`src/rtl/tbp_pkg.sv`:
```
package tbp_pkg;
    localparam int unsigned DATA_W      = 8;
    localparam int unsigned TIMEOUT_POS = 5;
    localparam logic [DATA_W-1:0] RESET_CMD = 8'hF0;

    typedef enum logic [2:0] {
        ST_IDLE,
        ST_READ_A,
        ST_READ_B,
        ST_CONF_A,
        ST_CONF_B,
        ST_RESET_WR,
        ST_DONE
    } poll_state_t;
endpackage

```
`src/rtl/tbp_bit_pair.sv`:
```
module tbp_bit_pair
    import tbp_pkg::*;
#(
    parameter int unsigned TOGGLE_SEL = 6
) (
    input  logic              clk,
    input  logic              rst_n,
    input  logic              capture,
    input  logic [DATA_W-1:0] rdata,
    output logic              differ,
    output logic              tflag
);
    logic first_q;
    logic cur_bit;

    generate
        if (TOGGLE_SEL == 2) begin : g_bit2
            assign cur_bit = rdata[2];
        end else begin : g_bit6
            assign cur_bit = rdata[6];
        end
    endgenerate

    always_ff @(posedge clk or negedge rst_n) begin
        if (!rst_n)       first_q <= 1'b0;
        else if (capture) first_q <= cur_bit;
    end

    assign differ = first_q ^ cur_bit;
    assign tflag  = rdata[TIMEOUT_POS];
endmodule

```
`src/rtl/tbp_pair_limit.sv`:
```
module tbp_pair_limit #(
    parameter int unsigned MAX_POLLS = 64
) (
    input  logic clk,
    input  logic rst_n,
    input  logic clr,
    input  logic inc,
    output logic at_limit
);
    generate
        if (MAX_POLLS == 0) begin : g_nolimit
            assign at_limit = 1'b0;
        end else begin : g_limit
            localparam int unsigned CNT_W = $clog2(MAX_POLLS + 1);
            logic [CNT_W-1:0] cnt_q;

            always_ff @(posedge clk or negedge rst_n) begin
                if (!rst_n)   cnt_q <= '0;
                else if (clr) cnt_q <= '0;
                else if (inc) cnt_q <= cnt_q + 1'b1;
            end

            assign at_limit = (cnt_q == CNT_W'(MAX_POLLS - 1));
        end
    endgenerate
endmodule

```
`src/rtl/tbp_poll_ctrl.sv`:
```
module tbp_poll_ctrl
    import tbp_pkg::*;
#(
    parameter int unsigned TOGGLE_SEL = 6,
    parameter int unsigned MAX_POLLS  = 64
) (
    input  logic              clk,
    input  logic              rst_n,
    input  logic              start,
    output logic              bus_req,
    output logic              bus_we,
    output logic [DATA_W-1:0] bus_wdata,
    input  logic              bus_ack,
    input  logic [DATA_W-1:0] bus_rdata,
    output logic              done,
    output logic              pass_ok
);
    poll_state_t state_q, state_d;
    logic pass_q, pass_d;
    logic differ, tflag, at_limit;
    logic capture, pair_inc, pair_clr;

    assign capture  = bus_ack && (state_q == ST_READ_A || state_q == ST_CONF_A);
    assign pair_inc = bus_ack && state_q == ST_READ_B && differ && !tflag;
    assign pair_clr = start && state_q == ST_IDLE;

    tbp_bit_pair #(.TOGGLE_SEL(TOGGLE_SEL)) u_pair (
        .clk     (clk),
        .rst_n   (rst_n),
        .capture (capture),
        .rdata   (bus_rdata),
        .differ  (differ),
        .tflag   (tflag)
    );

    tbp_pair_limit #(.MAX_POLLS(MAX_POLLS)) u_limit (
        .clk      (clk),
        .rst_n    (rst_n),
        .clr      (pair_clr),
        .inc      (pair_inc),
        .at_limit (at_limit)
    );

    always_comb begin
        state_d = state_q;
        pass_d  = pass_q;
        unique case (state_q)
            ST_IDLE: if (start) begin
                state_d = ST_READ_A;
                pass_d  = 1'b0;
            end
            ST_READ_A: if (bus_ack) state_d = ST_READ_B;
            ST_READ_B: if (bus_ack) begin
                if (!differ) begin
                    state_d = ST_DONE;
                    pass_d  = 1'b1;
                end else if (tflag) begin
                    state_d = ST_CONF_A;
                end else if (at_limit) begin
                    state_d = ST_RESET_WR;
                end else begin
                    state_d = ST_READ_A;
                end
            end
            ST_CONF_A: if (bus_ack) state_d = ST_CONF_B;
            ST_CONF_B: if (bus_ack) begin
                if (!differ) begin
                    state_d = ST_DONE;
                    pass_d  = 1'b1;
                end else begin
                    state_d = ST_RESET_WR;
                end
            end
            ST_RESET_WR: if (bus_ack) begin
                state_d = ST_DONE;
                pass_d  = 1'b0;
            end
            ST_DONE: state_d = ST_IDLE;
            default: state_d = ST_IDLE;
        endcase
    end

    always_ff @(posedge clk or negedge rst_n) begin
        if (!rst_n) begin
            state_q <= ST_IDLE;
            pass_q  <= 1'b0;
        end else begin
            state_q <= state_d;
            pass_q  <= pass_d;
        end
    end

    always_comb begin
        bus_req   = 1'b0;
        bus_we    = 1'b0;
        bus_wdata = '0;
        done      = 1'b0;
        unique case (state_q)
            ST_READ_A, ST_READ_B, ST_CONF_A, ST_CONF_B: bus_req = 1'b1;
            ST_RESET_WR: begin
                bus_req   = 1'b1;
                bus_we    = 1'b1;
                bus_wdata = RESET_CMD;
            end
            ST_DONE: done = 1'b1;
            default: ;
        endcase
    end

    assign pass_ok = pass_q;
endmodule

```
`config.mk`:
```
export PLATFORM = sky130hd
export DESIGN_NAME = tbp_poll_ctrl
export DESIGN_NICKNAME = d
export VERILOG_FILES = /design/src/rtl/tbp_pkg.sv /design/src/rtl/tbp_bit_pair.sv /design/src/rtl/tbp_pair_limit.sv /design/src/rtl/tbp_poll_ctrl.sv
export SDC_FILE = /design/constraint.sdc
export NUM_CORES = 1
export LEC_CHECK = 0
export BUFFER_PORTS_ARGS = -buffer_cell sky130_fd_sc_hd__buf_2
export CAP_MARGIN = 30
export CORE_UTILIZATION = 55
export CTS_BUF_LIST = sky130_fd_sc_hd__clkbuf_8
export DETAILED_ROUTE_END_ITERATION = 8
export GPL_TIMING_DRIVEN = 0
export PLACE_DENSITY = 0.79
export SYNTH_ARGS = -nofsm -noshare
export SYNTH_HDL_FRONTEND = slang
export SYNTH_SLANG_ARGS = --single-unit
```
`constraint.sdc`:
```
create_clock -name clk -period 2.19 [get_ports clk]
set_input_delay 0.219 -clock clk [delete_from_list [all_inputs] [get_ports clk]]
set_output_delay 0.219 -clock clk [all_outputs]
set_load 0.02 [all_outputs]
```
* Yosys cells after proc, flatten, opt, wreduce, memory -nomap -nowiden
Cells that the tools add are included.
** Cells by class
- Reductions and logical operators :: 14
- Eq/ne operators :: 15
- Add/subtract/negate cells :: 1
- Bitwise gates (word level) :: 1
- Mux-type cells :: 22
** Operators by type and width (number)
- two-way mux 3 bit :: 9
- case mux 3 bit (6 select lines) :: 1
- two-way mux 7 bit :: 2
- inequality test 2 bit, second input constant :: 7
- equality test 3 bit, second input constant :: 3
- two-way mux 8 bit :: 1
- adder 7 x 1 -> 7 bit, second input constant :: 1
- equality test 7 x 6 -> 1 bit, second input constant :: 1
- two-way mux 1 bit :: 7
- equality test 3 x 2 -> 1 bit, second input constant :: 2
- AND reduction 6 bit :: 1
- logical AND 1 bit :: 5
- AND reduction 5 bit :: 1
- OR reduction 5 bit :: 1
- equality test 3 x 1 -> 1 bit, second input constant :: 1
- logical NOT 3 bit :: 1
- case mux 1 bit (3 select lines) :: 1
- nonzero test 3 bit :: 1
- two-way mux 2 bit :: 1
- inequality test 2 x 1 -> 1 bit, second input constant :: 1
- nonzero test 2 bit :: 1
- OR reduction 2 bit :: 1
- logical NOT 1 bit :: 1
- logical OR 1 bit :: 1
- XOR 1 bit :: 1
** Word-level totals
- Register bits after elaboration :: 12
- Output and inout bits :: 12

* Longest topological paths before layout
- Word-level depth :: 6
- Gate-level depth with buffers :: 5

* By module
Synthesis repeated with hierarchy kept, for this count alone.
** Unflattened totals
- Cell total of the unflattened synthesis :: 84
- Area total of the unflattened synthesis :: 782.0 um2
** By module, submodules not included
- tbp_poll_ctrl :: times used 1, area each 401.6 um2, sequential area each 100.1 um2, cells an instance 50
- tbp_pair_limit :: times used 1, area each 324.1 um2, sequential area each 175.2 um2, cells an instance 30
- tbp_bit_pair :: times used 1, area each 56.3 um2, sequential area each 25.0 um2, cells an instance 4

* Worst setup path before layout
Ideal clock, no wire load.
- Kind :: reg2reg
- Start point :: register state_q[1]
- End point :: register u_limit.g_limit.cnt_q[3]
- Required time :: 2056 ps
- Arrival time :: 1244 ps
- Stages on the path, launching flop included :: 5
- Slack :: 812 ps
- Buffers on the path :: 1
- Cell sequence :: dfrtp_1 or4b_4 buf_6 o311ai_2 o41ai_1
** On the way
- Longest elaborated chain between the ends :: 5
- Elaborated cells on any way between the ends :: 8
- Those cells by class :: eq/ne: 1; mux: 1; reduce/logical: 6
** RTL lines
- start, declared :: line tbp_poll_ctrl.sv:18 : poll_state_t state_q, state_d;
- start signal, assigned :: line tbp_poll_ctrl.sv:88 : state_q <= state_d;
- equality test 3 x 2 -> 1 bit :: line tbp_poll_ctrl.sv:24 : assign pair_inc = bus_ack && state_q == ST_READ_B && differ && !tflag;
- logical AND 1 bit (3 in a row) :: line tbp_poll_ctrl.sv:24
- nonzero test 2 bit (no line)
- end signal, assigned :: line tbp_pair_limit.sv:20 : else if (inc) cnt_q <= cnt_q + 1'b1;
- end, declared :: line tbp_pair_limit.sv:15 : logic [CNT_W-1:0] cnt_q;
Several ways; a longest one is shown, not always the timed one.
A chain may end at the register's enable or synchronous reset.

* Final worst setup path
- Start point :: register state_q[0]
- End point :: output port bus_wdata[7]
** On the way
- Longest elaborated chain between the ends :: 2
** RTL lines
- equality test 3 bit :: line tbp_poll_ctrl.sv:98 : unique case (state_q)
- two-way mux 8 bit :: line tbp_poll_ctrl.sv:98
- end, declared :: line tbp_poll_ctrl.sv:12 : output logic [DATA_W-1:0] bus_wdata,
Every way passes these cells.

==> qor.txt <==
Clock Tree Buf Depth: 2
RSZ-0062 raised after global routing: false
worst reg2reg path depth: 4
Lkg Pwr: 0.0004793 uW
Site Rows: 14
initial core utilization: 0.5944
ANT nets after route: 0
max frequency: 573.4 MHz
die height: 42.59 microns
vias after detailed routing: 746
Mapped Cells: 93
initial DRC count: 18
DR WL/cell: 13.25 microns
Core Area: 0.001524 sq mm
Final Power: 1159 uW
Sw Share: 0.4064
diodes inserted: 0
register share of total power: 0.286
area leader, netlist: dfrtp_1
multi-input combinational cell area: 511.7 sq um
GRT Total Usage: 0.2108
Vias/cell: 5.783
warning count from the yosys run: 0
Worst Slack Setup Final: 0.4459 ns
worst hold margin: 0.2570 ns
grt total ovfl: 0
setup TNS: 0 ns
P_sw: 471.2 uW
Netlist cell types: 37
ys flop type: dfrtp_1
first-pass GRT wire length: 2822 microns
die area: 0.001813 sq mm
layout cell share with drive strength beyond 1: 0.3363
R2R Path End: u_limit.g_limit.cnt_q[3]
# fillers: 122
Syn Area/Cell: 9.741 sq um
clock slew at reported path FFs: 0.05 ns
Num CTS Buffers: 3
CP endpoint kind: output port
post-synth design cell area: 905.9 sq um
setup slack after placement: 0.7059 ns
Synth area leaders: dfrtp_1 33%, mux2i_1 7.7%, buf_4 6.6%, nand2_1 4.1%, nand3b_1 4.1%
worst path arrival time: 1.53 ns
crit start category: flip-flop
reg2reg start: state_q[0]
DIE WIDTH: 42.59 microns
DR DRC count: 0
GPL Wtd Cong: 0.8322
number of synthesized flops with an enable pin: 0
largest net degree at the start of global routing: 13
Final Net Count: 127
CP max FO: 10
Ports: 24
final cycle utilization of the critical path: 0.7964
Max rail drop VDD: 0.0007442 V
worst-skew pair later-pin latency: 0.24 ns
Clock power frac: 0.210
DP Cell Count: 124
hold crit path type: input port to flip-flop
total wire length: 1709 microns
hold_buf cts: 1
Yosys reg bits: 12
register area share after synthesis: 0.3315
Tmin final: 1.744 ns
Final Non-Filler Cells: 129
ys async rst share: 1.000
vias in the first global route: 654
setup violators final: 0
combinational power share: 0.504
Area Growth Syn to Fin: 17.27%
Fin Clk Skew: 0.002879 ns
worst setup path end: bus_wdata[7]
Final Max Tran Viols: 0
maxcap violations: 0
internal power: 688.3 uW
TritonRoute pass-1 iters: 4
kind of critical path: flip-flop to output port
Clock Root Buffer: clkbuf_8
post-CTS setup buffer count: 0
PwrDens: 1091 mW/mm^2
Final HPWL DP: 1283 microns
Sink Count: 12
Port Buffers: 12
endpoints failing hold: 0
post-synth top area share: 0.3315
cell with the most instances after synthesis: dfrtp_1
initial antenna violation count: 0
CP required: 1.97 ns
register area: 300.3 sq um
CTS tree: done
CTS resizes: 0
most instantiated cells after synthesis: 12 x dfrtp_1, 10 x nand2_1, 8 x buf_4
Reg2Reg Setup Slack: 0.72 ns
outcome: finished clean
CTS HTree Levels: 1
CP startpoint: state_q[0]
-- worst max-delay path, stage by stage, from the launching register on --
cell	delay [ns]
dfrtp_1	0.41
clkbuf_1	0.34
and2_1	0.26
buf_4	0.13
buf_2	0.15
-- flip-flops by register name (all words and copies together) (netlist names) --
register / flops
u_limit.g_limit.cnt_q: 7
state_q: 3
pass_ok: 1
u_pair.first_q: 1
-- cell families after synthesis --
| kind of cell | share of synthesized area |
|---|---|
| flip-flops | 0.3315 |
| adder cells (fa/ha/maj) | 0.01381 |
| AO/OA/AOI/OAI | 0.1381 |
| multiplexers | 0.08978 |
| XOR/XNOR | 0.01796 |
| buffers and inverters | 0.1160 |
| AND/OR/NAND/NOR | 0.2887 |
| other | 0.004140 |
-- placed cells by master, fill, tap and decap left out, drive strengths merged, types with 2 or more instances in the layout --
cell / synthesis / layout
a21oi: 3 / 3
clkbuf: 2 / 6
buf: 13 / 25
a211oi: 2 / 2
nor2: 2 / 2
nand2b: 5 / 5
nor4: 3 / 3
dfrtp: 12 / 12
nor2b: 2 / 2
nand3b: 5 / 5
and2: 2 / 2
o21bai: 2 / 2
nor3: 4 / 4
nand2: 10 / 10
conb: 1 / 4
mux2i: 7 / 7
-- area by class of cell --
class,instances,area share
Tap cell,16,0.01885
Timing Repair Buffer,13,0.06596
Multi-Input combinational cell,69,0.4817
Sequential cell,12,0.2827
Buffer,15,0.09894
Clock buffer,4,0.05183
-- routing by layer --
layer	routed length [microns]	global-route usage	share of wire	vias up
met5	0	0	0	-
met4	6	0.04375	0.0035	0
met3	96	0.07759	0.056	2
met2	810	0.3354	0.47	23
met1	795	0.2755	0.47	357
li1	-	-	-	364
-- power groups by stage --
stage	clock, uW	sequential, uW	combinational, uW
finish	244	332	584
global route	262	339	638
CTS	251	330	581
detailed placement	0	334	578
global placement	0	329	564
floorplan	0	326	462
-- how the worst min path moves through the flow --
stage	startpoint	to	cells past startpoint
2_1_floorplan	rst_n	pass_ok	0
3_3_place_gp	rst_n	u_limit.g_limit.cnt_q[5]	1
3_5_place_dp	rst_n	u_limit.g_limit.cnt_q[5]	1
4_1_cts	bus_rdata[6]	u_pair.first_q	2
5_1_grt	bus_rdata[6]	u_pair.first_q	2
6_report	bus_rdata[6]	u_pair.first_q	2
-- through the flow --
| stage | instance area [sq um] | util |
|---|---|---|
| after floorplan | 917.1 | - |
| after global placement | 997.2 | 0.6544 |
| after detailed placement | 997.2 | 0.6544 |
| after CTS | 1062 | 0.6970 |
| after global routing | 1062 | 0.6970 |
| final | 1062 | 0.6970 |
(Power assumes the default switching activity.)
